<file path="src/rtl/lvint_pkg.sv">
// Package: shared constants and types for the mixed edge/level controller.
// Assumes 32 lines per bank and a fixed per-line configuration layout.
package lvint_pkg;
    localparam int LINES_PER_BANK = 32;
    localparam int LINE_IDX_W     = 5;
    localparam int PRIO_W         = 5;
    localparam int CFG_W          = PRIO_W + 2;

    // Register offsets inside one bank window
    localparam logic [7:0] OFF_PEND     = 8'h00;
    localparam logic [7:0] OFF_MASK     = 8'h04;
    localparam logic [7:0] OFF_CODE_IRQ = 8'h10;
    localparam logic [7:0] OFF_CODE_FIQ = 8'h14;
    localparam logic [7:0] OFF_CTRL     = 8'h18;
    localparam logic [7:0] OFF_CFG0     = 8'h1C;

    // Per-line configuration word, bit order is software visible
    typedef struct packed {
        logic [PRIO_W-1:0] prio;
        logic              level;
        logic              to_fiq;
    } line_cfg_t;
endpackage

</file>
<file path="src/rtl/lvint_bank.sv">
// Module: one bank of 32 lines. Holds config words, mask and pending
// register, and captures falling edges or low levels per line.
// Assumes src_n is already synchronous to clk.
module lvint_bank
    import lvint_pkg::*;
(
    input  logic                          clk,
    input  logic                          rst_n,
    input  logic [LINES_PER_BANK-1:0]     src_n,
    input  logic                          cfg_wr,
    input  logic [LINE_IDX_W-1:0]         cfg_idx,
    input  logic [CFG_W-1:0]              cfg_wdata,
    input  logic                          mask_wr,
    input  logic                          pend_wr,
    input  logic [31:0]                   wdata,
    input  logic                          ack_en,
    input  logic [LINE_IDX_W-1:0]         ack_idx,
    output logic [LINES_PER_BANK-1:0]     pending_o,
    output logic [LINES_PER_BANK-1:0]     mask_o,
    output logic [LINES_PER_BANK-1:0]     steer_o,
    output logic [LINES_PER_BANK*PRIO_W-1:0] prio_o,
    output logic [LINES_PER_BANK*CFG_W-1:0]  cfg_o
);
    logic [LINES_PER_BANK-1:0] active;
    logic [LINES_PER_BANK-1:0] prev_q;
    logic [LINES_PER_BANK-1:0] pending_q;
    logic [LINES_PER_BANK-1:0] mask_q;
    logic [LINES_PER_BANK-1:0] lvl;
    logic [LINES_PER_BANK-1:0] set_v;
    logic [LINES_PER_BANK-1:0] keep_v;
    logic [LINES_PER_BANK-1:0] ack_v;

    assign active = ~src_n;

    // Per-line configuration registers
    for (genvar i = 0; i < LINES_PER_BANK; i++) begin : g_line
        line_cfg_t cfg_q;
        // Purpose: store the configuration word of line i
        always_ff @(posedge clk) begin
            if (!rst_n)
                cfg_q <= '0;
            else if (cfg_wr && cfg_idx == LINE_IDX_W'(i))
                cfg_q <= line_cfg_t'(cfg_wdata);
        end
        assign lvl[i]                      = cfg_q.level;
        assign steer_o[i]                  = cfg_q.to_fiq;
        assign prio_o[i*PRIO_W +: PRIO_W]  = cfg_q.prio;
        assign cfg_o[i*CFG_W +: CFG_W]     = cfg_q;
    end

    // Purpose: compute capture, software clear and acknowledge vectors
    always_comb begin
        set_v  = active & (lvl | ~prev_q);
        keep_v = pend_wr ? (wdata | (active & lvl)) : '1;
        ack_v  = '0;
        if (ack_en)
            ack_v[ack_idx] = ~lvl[ack_idx];
    end

    // Purpose: update the sampled inputs, pending and mask registers
    always_ff @(posedge clk) begin
        if (!rst_n) begin
            prev_q    <= '0;
            pending_q <= '0;
            mask_q    <= '1;
        end else begin
            prev_q    <= active;
            pending_q <= (pending_q & keep_v & ~ack_v) | set_v;
            if (mask_wr)
                mask_q <= wdata;
        end
    end

    assign pending_o = pending_q;
    assign mask_o    = mask_q;

    // an edge line becomes pending only after a 1-to-0 input transition
    a_r3_edge_needs_transition: assert property (@(posedge clk) disable iff (!rst_n)
        rst_n |=> ((pending_q & ~$past(pending_q) & ~$past(lvl)
                    & ~$past(active & ~prev_q)) == '0));

    // a level line with a low input holds its pending bit
    a_r5_level_held: assert property (@(posedge clk) disable iff (!rst_n)
        (|(active & lvl)) |=> (($past(active & lvl) & ~pending_q) == '0));
endmodule

</file>
<file path="src/rtl/lvint_arbiter.sv">
// Module: priority search over all lines of one class. Lowest priority
// value wins; on a tie the highest line number wins. Purely combinational.
module lvint_arbiter #(
    parameter int NLINES = 64,
    parameter int PW     = 5,
    localparam int IW    = $clog2(NLINES)
) (
    input  logic [NLINES-1:0]    elig_i,
    input  logic [NLINES*PW-1:0] prio_i,
    output logic                 valid_o,
    output logic [IW-1:0]        winner_o
);
    logic [PW-1:0] best;

    // Purpose: scan lines upward so a later equal priority replaces earlier
    always_comb begin
        valid_o  = 1'b0;
        winner_o = '0;
        best     = '1;
        for (int i = 0; i < NLINES; i++) begin
            if (elig_i[i] && (!valid_o || prio_i[i*PW +: PW] <= best)) begin
                valid_o  = 1'b1;
                best     = prio_i[i*PW +: PW];
                winner_o = IW'(i);
            end
        end
    end
endmodule

</file>
<file path="src/rtl/lvint_gate.sv">
// Module: output handshake for one class. Raises the request when armed
// and a winner exists, then holds it and the latched code until re-armed.
module lvint_gate #(
    parameter int IW = 6
) (
    input  logic          clk,
    input  logic          rst_n,
    input  logic          valid_i,
    input  logic [IW-1:0] winner_i,
    input  logic          rearm_i,
    output logic          out_o,
    output logic [IW-1:0] code_o
);
    logic armed_q;

    // Purpose: arm/fire state machine with winner latch
    always_ff @(posedge clk) begin
        if (!rst_n) begin
            armed_q <= 1'b1;
            out_o   <= 1'b0;
            code_o  <= '0;
        end else if (rearm_i) begin
            armed_q <= 1'b1;
            out_o   <= 1'b0;
        end else if (armed_q && valid_i) begin
            armed_q <= 1'b0;
            out_o   <= 1'b1;
            code_o  <= winner_i;
        end
    end

    // a rising request needs an armed class and an eligible line
    a_r8_rise_needs_source: assert property (@(posedge clk) disable iff (!rst_n)
        $rose(out_o) |-> $past(armed_q && valid_i));

    // the latched code stays put while the request is held
    a_r8_code_stable: assert property (@(posedge clk) disable iff (!rst_n)
        (out_o && $past(out_o)) |-> $stable(code_o));

    // a re-arm write leaves the request low after that edge
    a_r9_rearm_drops: assert property (@(posedge clk) disable iff (!rst_n)
        rearm_i |=> !out_o);
endmodule

</file>
<file path="src/rtl/lvint_ctrl.sv">
// Module: top of the mixed edge/level interrupt controller. Decodes the
// word bus, instantiates the banks, one arbiter and one gate per class,
// and registers read data. Assumes word-aligned 32-bit accesses.
module lvint_ctrl
    import lvint_pkg::*;
#(
    parameter int NBANKS = 2,
    localparam int NLINES = NBANKS * LINES_PER_BANK,
    localparam int CODE_W = $clog2(NLINES)
) (
    input  logic              clk,
    input  logic              rst_n,
    input  logic              bus_sel,
    input  logic              bus_wr,
    input  logic [9:0]        bus_addr,
    input  logic [31:0]       bus_wdata,
    output logic [31:0]       bus_rdata,
    input  logic [NLINES-1:0] src_n,
    output logic              irq_o,
    output logic              fiq_o
);
    logic [1:0]            bank_sel;
    logic [7:0]            off;
    logic [7:0]            cfg_off;
    logic                  bank_ok;
    logic                  is_cfg;
    logic                  wr;
    logic                  rd;
    int                    bidx;
    logic [LINE_IDX_W-1:0] cfg_idx;

    logic [NLINES-1:0]        pend_all;
    logic [NLINES-1:0]        mask_all;
    logic [NLINES-1:0]        steer_all;
    logic [NLINES*PRIO_W-1:0] prio_all;
    logic [NLINES*CFG_W-1:0]  cfg_all;

    logic [NLINES-1:0] elig   [2];
    logic              valid  [2];
    logic [CODE_W-1:0] winner [2];
    logic              rearm  [2];
    logic              out_v  [2];
    logic [CODE_W-1:0] code   [2];

    logic irq_ack;
    logic fiq_ack;
    logic [CODE_W-1:0] ack_code;

    // Purpose: address decode shared by reads and writes
    always_comb begin
        bank_sel = bus_addr[9:8];
        off      = bus_addr[7:0];
        cfg_off  = off - OFF_CFG0;
        bank_ok  = int'(bank_sel) < NBANKS;
        bidx     = bank_ok ? int'(bank_sel) : 0;
        is_cfg   = (off >= OFF_CFG0) && !cfg_off[7] && (cfg_off[1:0] == 2'b00);
        cfg_idx  = cfg_off[6:2];
        wr       = bus_sel && bus_wr && bank_ok;
        rd       = bus_sel && !bus_wr && bank_ok;
        irq_ack  = rd && off == OFF_CODE_IRQ;
        fiq_ack  = rd && off == OFF_CODE_FIQ;
        ack_code = fiq_ack ? code[1] : code[0];
    end

    // One bank per 32 lines
    for (genvar b = 0; b < NBANKS; b++) begin : g_bank
        lvint_bank u_bank (
            .clk       (clk),
            .rst_n     (rst_n),
            .src_n     (src_n[b*LINES_PER_BANK +: LINES_PER_BANK]),
            .cfg_wr    (wr && is_cfg && bidx == b),
            .cfg_idx   (cfg_idx),
            .cfg_wdata (bus_wdata[CFG_W-1:0]),
            .mask_wr   (wr && off == OFF_MASK && bidx == b),
            .pend_wr   (wr && off == OFF_PEND && bidx == b),
            .wdata     (bus_wdata),
            .ack_en    ((irq_ack || fiq_ack) &&
                        (ack_code >> LINE_IDX_W) == CODE_W'(b)),
            .ack_idx   (ack_code[LINE_IDX_W-1:0]),
            .pending_o (pend_all[b*LINES_PER_BANK +: LINES_PER_BANK]),
            .mask_o    (mask_all[b*LINES_PER_BANK +: LINES_PER_BANK]),
            .steer_o   (steer_all[b*LINES_PER_BANK +: LINES_PER_BANK]),
            .prio_o    (prio_all[b*LINES_PER_BANK*PRIO_W +: LINES_PER_BANK*PRIO_W]),
            .cfg_o     (cfg_all[b*LINES_PER_BANK*CFG_W +: LINES_PER_BANK*CFG_W])
        );
    end

    assign elig[0] = pend_all & ~mask_all & ~steer_all;
    assign elig[1] = pend_all & ~mask_all &  steer_all;

    // Class 0 = IRQ, class 1 = FIQ
    for (genvar c = 0; c < 2; c++) begin : g_class
        assign rearm[c] = wr && off == OFF_CTRL && bus_wdata[c];

        lvint_arbiter #(.NLINES(NLINES), .PW(PRIO_W)) u_arb (
            .elig_i   (elig[c]),
            .prio_i   (prio_all),
            .valid_o  (valid[c]),
            .winner_o (winner[c])
        );

        lvint_gate #(.IW(CODE_W)) u_gate (
            .clk      (clk),
            .rst_n    (rst_n),
            .valid_i  (valid[c]),
            .winner_i (winner[c]),
            .rearm_i  (rearm[c]),
            .out_o    (out_v[c]),
            .code_o   (code[c])
        );
    end

    assign irq_o = out_v[0];
    assign fiq_o = out_v[1];

    // Purpose: registered read data mux
    always_ff @(posedge clk) begin
        if (!rst_n)
            bus_rdata <= '0;
        else if (rd) begin
            if (is_cfg)
                bus_rdata <= 32'(cfg_all[(bidx*LINES_PER_BANK + int'(cfg_idx))*CFG_W +: CFG_W]);
            else begin
                case (off)
                    OFF_PEND:     bus_rdata <= pend_all[bidx*LINES_PER_BANK +: LINES_PER_BANK];
                    OFF_MASK:     bus_rdata <= mask_all[bidx*LINES_PER_BANK +: LINES_PER_BANK];
                    OFF_CODE_IRQ: bus_rdata <= 32'(code[0]);
                    OFF_CODE_FIQ: bus_rdata <= 32'(code[1]);
                    default:      bus_rdata <= '0;
                endcase
            end
        end
    end

    // an IRQ request rises only with an IRQ-steered eligible line
    a_r11_irq_steered: assert property (@(posedge clk) disable iff (!rst_n)
        $rose(irq_o) |-> $past(|elig[0]));

    // a FIQ request rises only with a FIQ-steered eligible line
    a_r11_fiq_steered: assert property (@(posedge clk) disable iff (!rst_n)
        $rose(fiq_o) |-> $past(|elig[1]));

    // a fully masked controller never raises a request
    a_r6_masked_silent: assert property (@(posedge clk) disable iff (!rst_n)
        (&mask_all) |=> !$rose(irq_o) && !$rose(fiq_o));
endmodule

</file>
<file path="config.mk">
export PLATFORM = sky130hd
export DESIGN_NAME = lvint_ctrl
export DESIGN_NICKNAME = d
export VERILOG_FILES = /design/src/rtl/lvint_pkg.sv /design/src/rtl/lvint_bank.sv /design/src/rtl/lvint_arbiter.sv /design/src/rtl/lvint_gate.sv /design/src/rtl/lvint_ctrl.sv
export SDC_FILE = /design/constraint.sdc
export NUM_CORES = 2
export LEC_CHECK = 0
export ABC_CLOCK_PERIOD_IN_PS = 138100
export BUFFER_PORTS_ARGS = -buffer_cell sky130_fd_sc_hd__buf_2
export CORE_ASPECT_RATIO = 1.75
export CORE_UTILIZATION = 50
export CTS_CLUSTER_DIAMETER = 40
export CTS_CLUSTER_SIZE = 12
export DETAILED_ROUTE_END_ITERATION = 7
export PLACE_DENSITY = 0.64
export SLEW_MARGIN = 20
export SYNTH_ARGS = -nofsm -noshare
export SYNTH_HDL_FRONTEND = slang
export SYNTH_SLANG_ARGS = --single-unit
</file>
<file path="constraint.sdc">
create_clock -name clk -period 138.1 [get_ports clk]
set_input_delay 13.81 -clock clk [delete_from_list [all_inputs] [get_ports clk]]
set_output_delay 13.81 -clock clk [all_outputs]
set_load 0.005 [all_outputs]
</file>
==> results_dict.tcl <==
set metrics [dict create \
    status "finished with violations" \
    violations "design-rule violations" \
    drive_above_1_share_pct 10.8 \
    switching_share_pct 27.6 \
    crit_type "register to register" \
    io_pins 144 \
    fillCellCount 12700 \
    crit_slowest_cell "o31ai_1" \
    initial_core_util_pct 50.4 \
    min_path_cells 2 \
    tritoncts "yes" \
    yosysTopAreaCell "dfxtp_1" \
    rr_startpoint "g_bank[0].u_bank.pending_o[0]$_SDFF_PN0_" \
    antenna_found_initial 47 \
    min_from "g_bank[1].u_bank.prev_q[28]$_SDFF_PN0_" \
    finalHoldViolations 0 \
    wl_per_cell_um 30.9 \
    ys_top_cells_by_count "nand2_1, dfxtp_1, o21ai_0, ha_1, a21oi_1" \
    ys_seq_area_share_pct 20.8 \
    drt-initial-drc-count 7117 \
    num_rows 176 \
    fin_util_pct 54.6 \
    final_area_mm2 0.0717 \
    postCtsSetupBuffers 0 \
    grt_max_degree 247 \
    die_width_um 277 \
    synth_edf_count 0 \
    finalWirelength_um 312000 \
    finalCritPeriodShare_pct 90.7 \
    synth_nets 9022 \
    hpwl_um 245000 \
    yosys_register_bits 688 \
    worst-path-max-fanout 16 \
    combPwrFrac_pct 7.1 \
    p_sw_mw 0.137 \
    worst_path_largest_cell_delay_ps 850 \
    globalRoute.totalOverflow 0 \
    crit_top_cell "ha_1" \
    power.density_mw_per_mm2 6.96 \
    worst_setup_path_start_kind "register" \
    vias 70300 \
    place_congestion 1.10 \
    first_global_vias 68000 \
    finalSetupViolCount 0 \
    worst_pin_slew_ps 1370 \
    port_buffers 143 \
    postCtsHoldBufs 0 \
    synth_top_area_share_pct 20.8 \
    fin_hold_ws_ps 477 \
    area_growth_pct 8.30 \
    yosysWarnings 0 \
    fin_nets 8960 \
    arrival_ps 125830 \
    cts_resized 0 \
    synth_area_mm2 0.0662 \
    hold_end "g_bank[1].u_bank.pending_o[28]$_SDFF_PN0_" \
    viasPerCell 6.96 \
    reg2regPathDepth 503 \
    cts_root_buf "clkbuf_16" \
    timing.rr.end "g_class[0].u_gate.code_o[4]$_SDFFE_PN0P_" \
    intPower_mw 0.361 \
    relSlewSlack_pct 8.11 \
    setup_tns_ps 0 \
    dieArea_mm2 0.134 \
    async_flop_share_pct 0 \
    synth.area.top_cells "dfxtp_1, ha_1, mux4_2" \
    numCtsBuffers 96 \
    p_leak_nw 31.3 \
    r2r_slack_ps 12850 \
    maxSlewViolCount 0 \
    syn_inst 8399 \
    peakVddDrop_uv 9.65 \
    power_frac_seq_pct 41.3 \
    clk_path_buf_depth 3 \
    grtUsageTotal_pct 45.0 \
    synth_cell_types 132 \
    htreeDepth 3 \
    clkSlewWorstSetupHoldPaths_ps 60 \
    crit_path_end_kind "register" \
    dieHeight_um 483 \
    core_area_mm2 0.131 \
    clkLatencyLatePin_ps 750 \
    placed_area_mm2 0.0683 \
    syn_area_per_cell_um2 7.88 \
    ant_nets 0 \
    clockPowerShare_pct 51.6 \
    synth_ff_type "dfxtp_1" \
    first_pass_iters 8 \
    clock.fmax_mhz 7.98 \
    drc 1 \
    finClkSkew_ps 33.5 \
    cp_data_required_time_ps 138680 \
    period_needed_ps 125250 \
    cap_violations 0 \
    power.total_mw 0.499 \
    grt_first_pass_wirelength_um 449000 \
    rsz0062_at_grt "no" \
    yosysMostFrequentCell "nand2_1" \
    cts_sinks 688 \
    min_path_type "register to register" \
]
[area by class of cell]
class                   instances  area (um^2)  area share (%)
inverters                     417         1570            2.18
well taps                    1691         2120            2.95
diodes                         14         35.0          0.0489
flip-flops and latches        688        13800            19.2
clock inverters                56          659           0.920
clock buffers                 114         2570            3.59
repair buffers                243         1530            2.14
multi-input cells            6891        49400            68.9
[power groups by stage]
stage	combinational, mW	clock (mW)	sequential (mW)
after floorplan	0.0205	0	0.207
after global placement	0.0336	0	0.210
after detailed placement	0.0338	0	0.210
after CTS	0.0339	0.257	0.206
after global routing	0.0362	0.265	0.206
final	0.0354	0.258	0.206
[through the flow]
stage | setup slack, ps | cells
2_1_floorplan | 38550 | 8399
3_3_place_gp | 15240 | 9929
3_5_place_dp | 15490 | 9929
4_1_cts | 15130 | 10100
5_1_grt | 5670 | 10100
6_report | 12850 | 10100
[cell usage in the layout, fill, tap and decap left out, types with 97 or more instances in the layout]
cell       count
nand3_1      256
nor2b_1      368
clkbuf_16     97
nor2_1       492
mux2i_1      244
buf_2        134
nor3_1       113
a21oi_1      500
and3_1       146
a21o_1       288
dfxtp_1      688
a21boi_0     311
mux4_2       187
ha_1         512
inv_1        416
nand2b_1     131
a31oi_1      118
o21ai_0      630
nand2_1      902
buf_4        105
[sequential cells by signal (all words and copies together) (netlist names)]
signal	flops
g_class.u_gate.code_o	12
g_bank.u_bank.prev_q	64
bus_rdata	32
g_bank.u_bank.mask_o	64
g_class.u_gate.armed_q	2
g_bank.u_bank.cfg_o	448
g_class.u_gate.out_o	2
g_bank.u_bank.pending_o	64
[worst max-delay path by stage]
| stage | startpoint | end | slack [ps] | cells after the start |
|---|---|---|---|---|
| 3_5_place_dp | g_bank[0].u_bank.pending_o[0]$_SDFF_PN0_ | g_class[0].u_gate.code_o[5]$_SDFFE_PN0P_ | 15490 | 501 |
| 2_1_floorplan | g_bank[0].u_bank.pending_o[0]$_SDFF_PN0_ | g_class[0].u_gate.code_o[4]$_SDFFE_PN0P_ | 38550 | 518 |
| 5_1_grt | g_bank[0].u_bank.pending_o[0]$_SDFF_PN0_ | g_class[0].u_gate.code_o[4]$_SDFFE_PN0P_ | 5670 | 503 |
| 4_1_cts | g_bank[0].u_bank.pending_o[0]$_SDFF_PN0_ | g_class[0].u_gate.code_o[5]$_SDFFE_PN0P_ | 15130 | 502 |
| 3_3_place_gp | g_bank[0].u_bank.pending_o[0]$_SDFF_PN0_ | g_class[0].u_gate.code_o[4]$_SDFFE_PN0P_ | 15240 | 500 |
| 6_report | g_bank[0].u_bank.pending_o[0]$_SDFF_PN0_ | g_class[0].u_gate.code_o[4]$_SDFFE_PN0P_ | 12850 | 503 |
[layer usage]
metal	vias up	wire [um]	track usage, %	share of wire [%]
li1	31200	-	-	-
met1	34000	106000	46.8	34
met2	3702	144000	75.1	46
met3	1389	27000	10.2	8.6
met4	58	33800	41.5	11
met5	-	388	0	0.12
[kinds of logic after synthesis]
group,after synthesis,synth area share (%)
fa+ha+maj,549,10.2
buf+inv,820,4.83
flops,688,20.8
compound gates,2807,28.9
xor+xnor,46,0.609
simple gates,2966,23.0
mux,523,11.7
[worst max-delay path, delay by kind of cell (launching register included)]
kind | cells | cell delay, ps
simple gates | 156 | 30020
fa+ha+maj | 63 | 18270
compound gates | 235 | 65390
flops | 1 | 490
buf+inv | 23 | 2110
mux | 26 | 8600
Power figures use the tool's default switching activity.
